[src/rtl/int_divider.sv]
module int_divider #(
  parameter int XLEN = 64
) (
  input  logic            clk,
  input  logic            rst_n,
  input  logic            start,
  input  logic [1:0]      op,
  input  logic            word,
  input  logic [XLEN-1:0] lhs,
  input  logic [XLEN-1:0] rhs,
  output logic            busy,
  output logic            done,
  output logic [XLEN-1:0] result
);
  localparam int HALF = XLEN / 2;
  localparam int CW   = $clog2(XLEN);
  localparam logic [CW-1:0] LAST = CW'(XLEN - 1);
  localparam logic [XLEN-1:0] MOST_NEG = {1'b1, {(XLEN-1){1'b0}}};

  function automatic logic [XLEN-1:0] wext(input logic [XLEN-1:0] v);
    return {{HALF{v[HALF-1]}}, v[HALF-1:0]};
  endfunction

  logic            sgn, accept, div_zero, ovf, special, a_neg, b_neg;
  logic [XLEN-1:0] ea, eb, a_mag, b_mag, special_val;

  assign sgn    = ~op[0];
  assign accept = start & ~busy;
  assign ea = word ? {{HALF{sgn & lhs[HALF-1]}}, lhs[HALF-1:0]} : lhs;
  assign eb = word ? {{HALF{sgn & rhs[HALF-1]}}, rhs[HALF-1:0]} : rhs;
  assign div_zero = (eb == '0);
  assign ovf      = sgn & (ea == MOST_NEG) & (&eb);
  assign special  = div_zero | ovf;
  assign a_neg = sgn & ea[XLEN-1];
  assign b_neg = sgn & eb[XLEN-1];
  assign a_mag = a_neg ? -ea : ea;
  assign b_mag = b_neg ? -eb : eb;
  assign special_val = div_zero ? (op[1] ? ea : '1) : (op[1] ? '0 : ea);

  logic [CW-1:0]   cnt;
  logic [XLEN-1:0] rem_r, quo_r, dvs_r;
  logic            neg_q, neg_r, rem_sel, word_r;

  logic [XLEN:0]   shifted, trial;
  logic            fits, last;
  logic [XLEN-1:0] rem_nx, quo_nx, q_fix, r_fix, pick;

  assign shifted = {rem_r, quo_r[XLEN-1]};
  assign trial   = shifted - {1'b0, dvs_r};
  assign fits    = ~trial[XLEN];
  assign rem_nx  = fits ? trial[XLEN-1:0] : shifted[XLEN-1:0];
  assign quo_nx  = {quo_r[XLEN-2:0], fits};
  assign last    = (cnt == LAST);
  assign q_fix   = neg_q ? -quo_nx : quo_nx;
  assign r_fix   = neg_r ? -rem_nx : rem_nx;
  assign pick    = rem_sel ? r_fix : q_fix;

  always_ff @(posedge clk or negedge rst_n) begin
    if (!rst_n) begin
      busy    <= 1'b0;
      done    <= 1'b0;
      result  <= '0;
      cnt     <= '0;
      rem_r   <= '0;
      quo_r   <= '0;
      dvs_r   <= '0;
      neg_q   <= 1'b0;
      neg_r   <= 1'b0;
      rem_sel <= 1'b0;
      word_r  <= 1'b0;
    end else begin
      done <= 1'b0;
      if (busy) begin
        rem_r <= rem_nx;
        quo_r <= quo_nx;
        cnt   <= cnt + 1'b1;
        if (last) begin
          busy   <= 1'b0;
          done   <= 1'b1;
          result <= word_r ? wext(pick) : pick;
        end
      end else if (start) begin
        word_r  <= word;
        rem_sel <= op[1];
        if (special) begin
          done   <= 1'b1;
          result <= word ? wext(special_val) : special_val;
        end else begin
          busy  <= 1'b1;
          cnt   <= '0;
          rem_r <= '0;
          quo_r <= a_mag;
          dvs_r <= b_mag;
          neg_q <= a_neg ^ b_neg;
          neg_r <= a_neg;
        end
      end
    end
  end

  assert_special_one_cycle_R9: assert property (@(posedge clk) disable iff (!rst_n)
    accept && special |=> done && !busy);
  assert_zero_quotient_R3: assert property (@(posedge clk) disable iff (!rst_n)
    accept && div_zero && !op[1] |=> result == '1);
  assert_zero_remainder_R4: assert property (@(posedge clk) disable iff (!rst_n)
    accept && div_zero && op[1] |=> result == $past(word ? wext(lhs) : lhs));
  assert_overflow_rem_R5: assert property (@(posedge clk) disable iff (!rst_n)
    accept && ovf && op[1] |=> result == '0);
  assert_busy_done_apart_R10: assert property (@(posedge clk) disable iff (!rst_n)
    busy |-> !done);
  assert_start_dropped_R11: assert property (@(posedge clk) disable iff (!rst_n)
    busy && !last |=> busy && $stable(dvs_r) && $stable(rem_sel) && $stable(word_r));
  assert_word_sext_R8: assert property (@(posedge clk) disable iff (!rst_n)
    done && word_r |-> result[XLEN-1:HALF] == {HALF{result[HALF-1]}});
endmodule

[config.mk]
export PLATFORM = sky130hd
export DESIGN_NAME = int_divider
export DESIGN_NICKNAME = d
export VERILOG_FILES = /design/src/rtl/int_divider.sv
export SDC_FILE = /design/constraint.sdc
export NUM_CORES = 1
export LEC_CHECK = 0
export BUFFER_PORTS_ARGS = -buffer_cell sky130_fd_sc_hd__buf_2
export CORE_AREA = 3 3 198 346
export CTS_BUF_LIST = sky130_fd_sc_hd__clkbuf_8
export CTS_CLUSTER_DIAMETER = 30
export CTS_CLUSTER_SIZE = 40
export DETAILED_ROUTE_END_ITERATION = 7
export DIE_AREA = 0 0 201 349
export PLACE_DENSITY = 0.61
export REMOVE_ABC_BUFFERS = 1
export SLEW_MARGIN = 20
export SYNTH_ARGS = -nofsm -noshare
export SYNTH_HDL_FRONTEND = slang
export SYNTH_SLANG_ARGS = --single-unit
export TNS_END_PERCENT = 50
[constraint.sdc]
create_clock -name clk -period 12 [get_ports clk]
set_input_delay 1.2 -clock clk [delete_from_list [all_inputs] [get_ports clk]]
set_output_delay 1.2 -clock clk [all_outputs]
set_load 0.05 [all_outputs]
* After elaboration in Yosys (flattened, before gate mapping) *
Index checks and enable logic that the tools add are counted.

cells by class
  reductions and logical operators = 8
  add/subtract/negate cells = 6
  multiplexer cells = 34
  eq/ne operators = 4
  bitwise operators = 12

operators with widths
  cell                                                                      number
  64-bit two-way mux                                                        23
  64-bit negator                                                            4
  65-bit by 64-bit subtractor with 65-bit output                            1
  64-bit == test (second input constant)                                    1
  64-bit zero test                                                          1
  64-bit AND reduction                                                      1
  6-bit two-way mux                                                         3
  1-bit two-way mux                                                         8
  6-bit by 1-bit adder with 6-bit output (second input constant)            1
  1-bit AND                                                                 6
  6-bit == test (second input constant)                                     1
  3-bit AND reduction                                                       2
  1-bit NOT                                                                 4
  2-bit AND reduction                                                       2
  2-bit nonzero test                                                        2
  2-bit by 1-bit inequality test with 1-bit output (second input constant)  1
  2-bit inequality test (second input constant)                             1
  1-bit OR                                                                  1
  1-bit bitwise XOR                                                         1

word-level totals
  word-level logic and storage cells = 75
  flip-flop bits (word level) = 268
  output and inout bits = 66

* Logic depth before layout (Yosys ltp) *
Gate-level depths: netlist (run 1).

  word-level depth = 10
  mapped depth = 28
  mapped depth without buffers = 24

* Least setup slack after synthesis (run 1) *
OpenSTA, ideal clock, no wires.

  kind = register to register
  from = register rem_r[36]
  to = register result[58]
  buffers on the path = 5
  arrival time = 5.592 ns
  path slack = 6.284 ns
  stages on the path, launching flop included = 28
  path through = dfrtp_1 -> ha_1 -> buf_4 -> a21oi_1 -> o21ai_1 -> a21oi_1 -> o31ai_1 -> or3_1 -> mux2i_4 -> nor2_2 -> inv_2 -> buf_2 -> buf_2 -> buf_2 -> buf_2 -> nor2_1 -> a21oi_1 -> ha_1 -> nand2_1 -> or3_1 -> nor4_1 -> o21ai_0 -> a22oi_2 -> nand4_1 -> or4_4 -> a21oi_2 -> nor4b_2 -> a211o_1

on the way
  longest elaborated chain between the ends = 8
  elaborated cells on any way between the ends = 11

ends and longest elaborated chain
  what                                             RTL line  source
  from (decl)                                      41        logic [XLEN-1:0] rem_r, quo_r, dvs_r;
  from (signal assigned)                           74        rem_r <= rem_nx;
  65-bit by 64-bit subtractor with 65-bit output   49        assign trial = shifted - {1'b0, dvs_r};
  64-bit two-way mux or 1-bit NOT (tied branches)  51, 50
  64-bit negator (on tied branches)                55, 54
  64-bit two-way mux (on tied branches)            55, 54
  64-bit two-way mux (*)                           56        assign pick = rem_sel ? r_fix : q_fix;
  64-bit two-way mux (*)                           80        result <= word_r ? wext(pick) : pick;
  64-bit two-way mux (*)                           77        if (last) begin
  64-bit two-way mux (*)                           73        if (busy) begin
  to (signal assigned)                             80
  to (signal assigned)                             87        result <= word ? wext(special_val) : special_val;
  to (decl)                                        13        output logic [XLEN-1:0] result

Mark *: on every way between the ends. The rest lies on a longest branch, timed or not. The select of a mux whose other input is x is not followed.
A chain may end at the register's enable or synchronous reset.

* Final worst setup path (run 1) *
  from = register quo_r[63]
  to = register result[56]

on the way
  longest elaborated chain between the ends = 8
  elaborated cells on any way between the ends = 11

ends and longest elaborated chain
  what                                             RTL line  source
  from (decl)                                      41
  from (signal assigned)                           75        quo_r <= quo_nx;
  from (signal assigned)                           92        quo_r <= a_mag;
  65-bit by 64-bit subtractor with 65-bit output   49
  64-bit two-way mux or 1-bit NOT (tied branches)  51, 50
  64-bit negator (on tied branches)                55, 54
  64-bit two-way mux (on tied branches)            55, 54
  64-bit two-way mux (*)                           56
  64-bit two-way mux (*)                           80
  64-bit two-way mux (*)                           77
  64-bit two-way mux (*)                           73

Marks and branches as above.

==> impl_metrics.ini, run 1 <==
[global_routing]
grt_pass1_vias = 26700
antenna_found_initial = 2
grt_max_degree = 93
grt_pass1_wl_mm = 159
grt.total_usage_pct = 28.6
overflow = 0

[timing]
slew_viol_final = 0
period_share_pct = 57.2
fin_crit_ns = 6.87
tightest_slew_ns = 1.08
skew_ns = 0.0304
slew-limit-headroom_pct = 27.5
setup_viol = 0
setup-tns-final_ns = 0
rsz0062_at_grt = false
max_freq_mhz = 146
finalHoldViolations = 0

[setup_path]
crit_start = quo_r[63]$_DFFE_PN0P_
cp-start-kind = flip-flop
critPathBufInv = 3
crit_type = reg -> reg
critical_path.slowest_cell = nor3b_1
required_ns = 12.53
r2r-start = quo_r[63]$_DFFE_PN0P_
end_kind = flip-flop
path_max_fanout = 34
cp.arrival_ns = 7.40
crit_family = simple AND/OR/NAND/NOR gates
slowest_delay_ns = 0.58

[synth]
ys_warn_count = 0
synthMuxAreaShare_pct = 2.41
synthCells = 3611
ys_seq_elements = 268
synth_top_family_by_area = compound AO/OA/AOI/OAI gates
synth_xor_xnor_area_share_pct = 8.20
avgSynthCellArea_sq_um = 7.28
yosysTopAreaCellShare_pct = 25.5
yosysUniqueCellTypes = 117
synth-compound-area-share_pct = 29.0
post_synth_and_or_nand_nor_area_fraction_pct = 24.2
synth_top_cells_by_area = dfrtp_1, o21ai_0, nand2_1
ys_async_sr_fraction_pct = 100
yosys.area.top_type = dfrtp_1
synth_fa_ha_area_share_pct = 4.70
synth_edf_count = 0
synth_area_sq_mm = 0.0263
synth_seq_area_share_pct = 25.5
synth_flop_cell = dfrtp_1

[clocking]
ctsResizeCount = 0
cts_hold_buf = 0
clk_root_buffer_cell = clkbuf_8
clockBufferDepth = 3
numClockSinks = 268
h-tree-depth = 2
cts_buffers = 52
clk_pin_slew_ns = 0.07
clkLatencyLatePin_ns = 0.66
cts_tree = built
cts_setup_buffers = 0

[final_layout]
syn2layout_area_growth_pct = 10.0
layout_common_cells = nand2_1, o21ai_0, nor2_1
final_common_cell = nand2_1
drive_above_1_share_pct = 11.8
final_nets = 3868
fillers = 6980

[route]
routedWlPerCell_um = 22.6
first_pass_iters = 6
drc = 0
ant_nets = 0
num_vias = 27500
via_per_inst = 5.99
wirelength_mm = 104
drt_iter0_markers = 2543

[floorplan]
rows = 125
ios = 200
die_height_um = 349
core_area_sq_mm = 0.0662
die_w_um = 201
fp.dieArea_sq_mm = 0.0701
initial_utilization_pct = 39.7

[placement]
routabilityCongestion = 0.958
dp_hpwl_mm = 80.0
io_buffers = 199

[status]
status = finished, final reports clean

[hold_path]
min_from = dvs_r[49]$_DFFE_PN0P_
min_path_type = reg -> reg

[flow_run]
drv_cap = 0
area by class of cell:
cell class              count  area, sq um  share of cell area, %
diodes                      2         5.00                 0.0173
clock buffers              58          798                   2.76
clock inverters            37          420                   1.45
inverters                 139          523                   1.81
multi-input cells        2964        18100                   62.4
flip-flops and latches    268         6710                   23.2
well taps                 889         1110                   3.85
repair buffers            238         1300                   4.49
synthesized netlist by cell type (32+ instances only):
library cell	number
a21o_1	32
clkbuf_1	149
nand2_1	438
o21ai_0	390
xor2_1	107
dfrtp_1	268
o31ai_1	64
nand3_1	97
nor2_1	373
xnor2_1	139
a211oi_1	54
a31oi_1	43
or3_1	62
buf_2	64
maj3_1	34
nand4_1	61
a21oi_1	327
ha_1	70
o211ai_1	36
nor3_1	82
nor4_1	57
inv_1	135
mux2i_1	52
tightest hold or removal path, delay by kind of cell (launching register included):
family	cells	cell delay (ns)
compound gates	1	0.06
flops	1	0.34
simple gates	1	0.04
path summary, 6_finish.rpt:
check	slack (ns)	to	depth (start not counted)
worst max-delay path	5.13	result[56]$_DFFE_PN0P_	25
worst min-delay path	0.49	dvs_r[49]$_DFFE_PN0P_	2
worst min register to register	0.49	dvs_r[49]$_DFFE_PN0P_	2
min in group asynchronous	0.54	dvs_r[59]$_DFFE_PN0P_	1
worst max register to register	5.13	result[56]$_DFFE_PN0P_	25
max in group asynchronous	9.02	rem_sel$_DFFE_PN0P_	3
metrics by stage:
step	hold slack [ns]	worst slack [ns]	instance area (sq um)	utilization (%)	cells
finish	0.486	5.13	28900	43.7	4595
global route	0.515	4.71	28900	43.7	4595
CTS	0.490	5.20	28900	43.7	4593
detailed placement	0.464	5.07	27700	41.9	4498
global placement	0.462	5.12	27700	41.9	4498
floorplan	0.443	1.24	25200	-	3371
cells by family after synthesis:
family	Yosys count
and+or+nand+nor	1338
DFF	268
buffers and inverters	379
xor gates and xnor gates	246
adders and majority gates	105
muxes	61
AOI/OAI and AO/OA	1214
metal layers:
| metal | global-route usage, % | vias to the layer above | routed length (um) |
|---|---|---|---|
| met5 | 0 | - | 0 |
| met3 | 2.35 | 253 | 4820 |
| li1 | - | 13200 | - |
| met1 | 34.9 | 13000 | 42400 |
| met2 | 49.6 | 1012 | 50400 |
| met4 | 15.9 | 0 | 6430 |
flip-flops by register name (all words and copies together), names as in the netlist:
signal and cells:
busy 1, cnt 6, done 1, dvs_r 64, neg_q 1, neg_r 1, quo_r 64, rem_r 64
rem_sel 1, result 64, word_r 1
Power of run 1 is left out: the tool's default activity adds up to more than one toggle a clock period on the data nets, which glitch-free logic cannot reach.
==> run 2: changes to the inputs <==
Settings changed: ABC_AREA from default to 1, CORE_AREA 3 3 198 346 to 3 3 202 352, DIE_AREA 0 0 201 349 to 0 0 205 355, PLACE_DENSITY 0.61 to 0.6.
Clock period 12 ns to 7 ns, I/O delays scaled along.
==> run 2 against run 1 <==
  * Setup slack lost 4.1 ns
  * Sequential share of layout area shrank 1.4 points
  * Routed wire length grew 16%
  * Die area grew 3.7%
  * First-iteration DRC count grew 4.1%
  * Count of clock-buffer cells in the layout grew 26
  * Design area grew 6.6%
  * Register-to-register slack lost 4.1 ns
  * Final cell count grew 23%
  * Maximum frequency grew 14%
  * Worst hold slack lost 0.43 ns
  * Flip-flop and latch count is the same
  * Highest routed layer is now met5
==> impl_metrics.ini, run 2 <==
[status]
status = finished, final reports clean

[synth]
synth_fa_ha_area_share_pct = 4.12
yosysUniqueCellTypes = 57
yosys.area.top_type = dfrtp_1
post_synth_and_or_nand_nor_area_fraction_pct = 37.5
ys_warn_count = 0
synthTopCellsByCount = nand2_1, inv_1, nor2_1
avgSynthCellArea_sq_um = 5.98
synth_seq_area_share_pct = 24.6
yosysTopAreaCellShare_pct = 24.6
synth_top_cells_by_area = dfrtp_1, nand2_1, inv_1
synth_top_family_by_area = simple AND/OR/NAND/NOR gates
synthMuxAreaShare_pct = 0
synth_xor_xnor_area_share_pct = 4.17
ys_seq_elements = 268
synth-compound-area-share_pct = 17.4
synthCells = 4569
ys_async_sr_fraction_pct = 100
synth_flop_cell = dfrtp_1
synth_most_common_cell = nand2_1
synth_edf_count = 0
synth_area_sq_mm = 0.0273

[global_routing]
overflow = 0
grt_util_met2_pct = 55.9
grt_pass1_wl_mm = 182
met1_usage_pct = 36.6
grt_pass1_vias = 30700
grt_max_degree = 126
grt_use_met3_pct = 4.52
antenna_found_initial = 7
busiest_layer = met2
grt.total_usage_pct = 32.5

[timing]
skew_ns = 0.0537
fin_ws_ns = 0.992
fin_crit_ns = 6.01
hold_ws_ns = 0.0575
period_share_pct = 85.8
slew-limit-headroom_pct = 36.4
setup_viol = 0
tightest_slew_ns = 0.945
slew_viol_final = 0
rsz0062_at_grt = false
max_freq_mhz = 166
finalHoldViolations = 0
setup-tns-final_ns = 0

[final_layout]
multiInputGateArea_sq_mm = 0.0173
final_util_pct = 44.9
drive_above_1_share_pct = 10.7
regArea_sq_mm = 0.00671
final_nets = 4911
final_common_cell = nand2_1
layout_common_cells = nand2_1, inv_1, nor2_1
syn2layout_area_growth_pct = 12.9
fillers = 7546

[placement]
routabilityCongestion = 1.08
dp_hpwl_mm = 94.7
dp_slack_ns = 1.18
io_buffers = 199

[setup_path]
reg2reg_to = result[48]$_DFFE_PN0P_
end_kind = flip-flop
crit_top_cell = nand2_1
rrSetupSlack_ns = 0.99
cp.arrival_ns = 6.62
r2r-start = dvs_r[38]$_DFFE_PN0P_
critical_path.slowest_cell = dfrtp_1
cp-start-kind = flip-flop
required_ns = 7.61
critPathBufInv = 3
path_max_fanout = 10
slowest_delay_ns = 0.39
ff2ff_path_depth = 32
crit_family = simple AND/OR/NAND/NOR gates
crit_type = reg -> reg

[clocking]
cts_setup_buffers = 0
cts_buffers = 70
cts_tree = built
clkLatencyLatePin_ns = 0.70
numClockSinks = 268
clk_root_buffer_cell = clkbuf_8
ctsResizeCount = 0
clockBufferDepth = 3
cts_hold_buf = 0
clk_pin_slew_ns = 0.07
h-tree-depth = 3

[hold_path]
min_path_type = in -> async

[route]
first_pass_iters = 6
num_vias = 31400
wirelength_mm = 121
drc = 0
routedWlPerCell_um = 21.3
ant_nets = 0
via_per_inst = 5.53
drt_iter0_markers = 2646

[floorplan]
ios = 200
die_w_um = 205
initial_utilization_pct = 39.8
fp.dieArea_sq_mm = 0.0728
die_height_um = 355
rows = 127
core_area_sq_mm = 0.0686

[power]
leakage_nw = 15.5
irDropWorstVdd_mv = 0.131
powerDensity_mw_per_mm2 = 147

[flow_run]
drv_cap = 0
run 2: metal layers:
metal	up-vias	share of wire, %
met2	1308	48
li1	15100	-
met1	14500	37
met3	370	6.0
met4	4	8.2
met5	-	0.019
run 2: worst reg2reg max path: cells and delay by family, from the launching register on:
kind	cells	cell delay [ns]
adder cells (fa/ha/maj)	2	0.50
AO/OA/AOI/OAI	7	1.52
buffers and inverters	3	0.24
flip-flops	1	0.39
AND/OR/NAND/NOR	20	3.30
run 2: final cells by class:
cell class | instances | share of cell area [%]
Antenna cell | 3 | 0.0244
Clock buffer | 84 | 3.75
Clock inverter | 43 | 2.02
Inverter | 670 | 8.18
Multi-Input combinational cell | 3454 | 56.2
Sequential cell | 268 | 21.8
Tap cell | 903 | 3.67
Timing Repair Buffer | 242 | 4.43
run 2: cells by family (layout without fill, tap and decap cells):
| logic type | Yosys count | count (layout) |
|---|---|---|
| compound gates | 819 | 819 |
| simple gates | 2411 | 2411 |
| other cells | 0 | 3 |
| buf+inv | 847 | 1039 |
| fa+ha+maj | 94 | 94 |
| flops | 268 | 268 |
| xor+xnor | 130 | 130 |
run 2: per-stage QoR:
step                      instances  power, mW  area, sq um
after floorplan                4392       1.79        26500
after detailed placement       5537       1.97        29000
after global routing           5665       4.67        30800
after CTS                      5664       4.56        30800
final                          5667       4.52        30800
after global placement         5537       1.97        29000
run 2: worst max-delay path by stage:
stage                          start                      to  slack (ns)  depth (start not counted)
3_3_place_gp                    word   quo_r[53]$_DFFE_PN0P_        1.22                         14
2_1_floorplan                   word  result[13]$_DFFE_PN0P_       -2.16                         15
4_1_cts        rem_r[52]$_DFFE_PN0P_  result[48]$_DFFE_PN0P_        1.20                         31
5_1_grt        rem_r[32]$_DFFE_PN0P_  result[48]$_DFFE_PN0P_        0.54                         33
6_report       dvs_r[38]$_DFFE_PN0P_  result[48]$_DFFE_PN0P_        0.99                         32
3_5_place_dp                    word   quo_r[49]$_DFFE_PN0P_        1.18                         14
run 2: where the power goes:
| group | total [mW] | internal (mW) | switching, mW |
|---|---|---|---|
| sequential | 1.55 | 1.55 | 0.0000000000000000106 |
| clock | 2.57 | 1.63 | 0.942 |
| combinational | 0.399 | 0.115 | 0.284 |
| total | 4.52 | 3.29 | 1.23 |
Power figures use the tool's default switching activity.
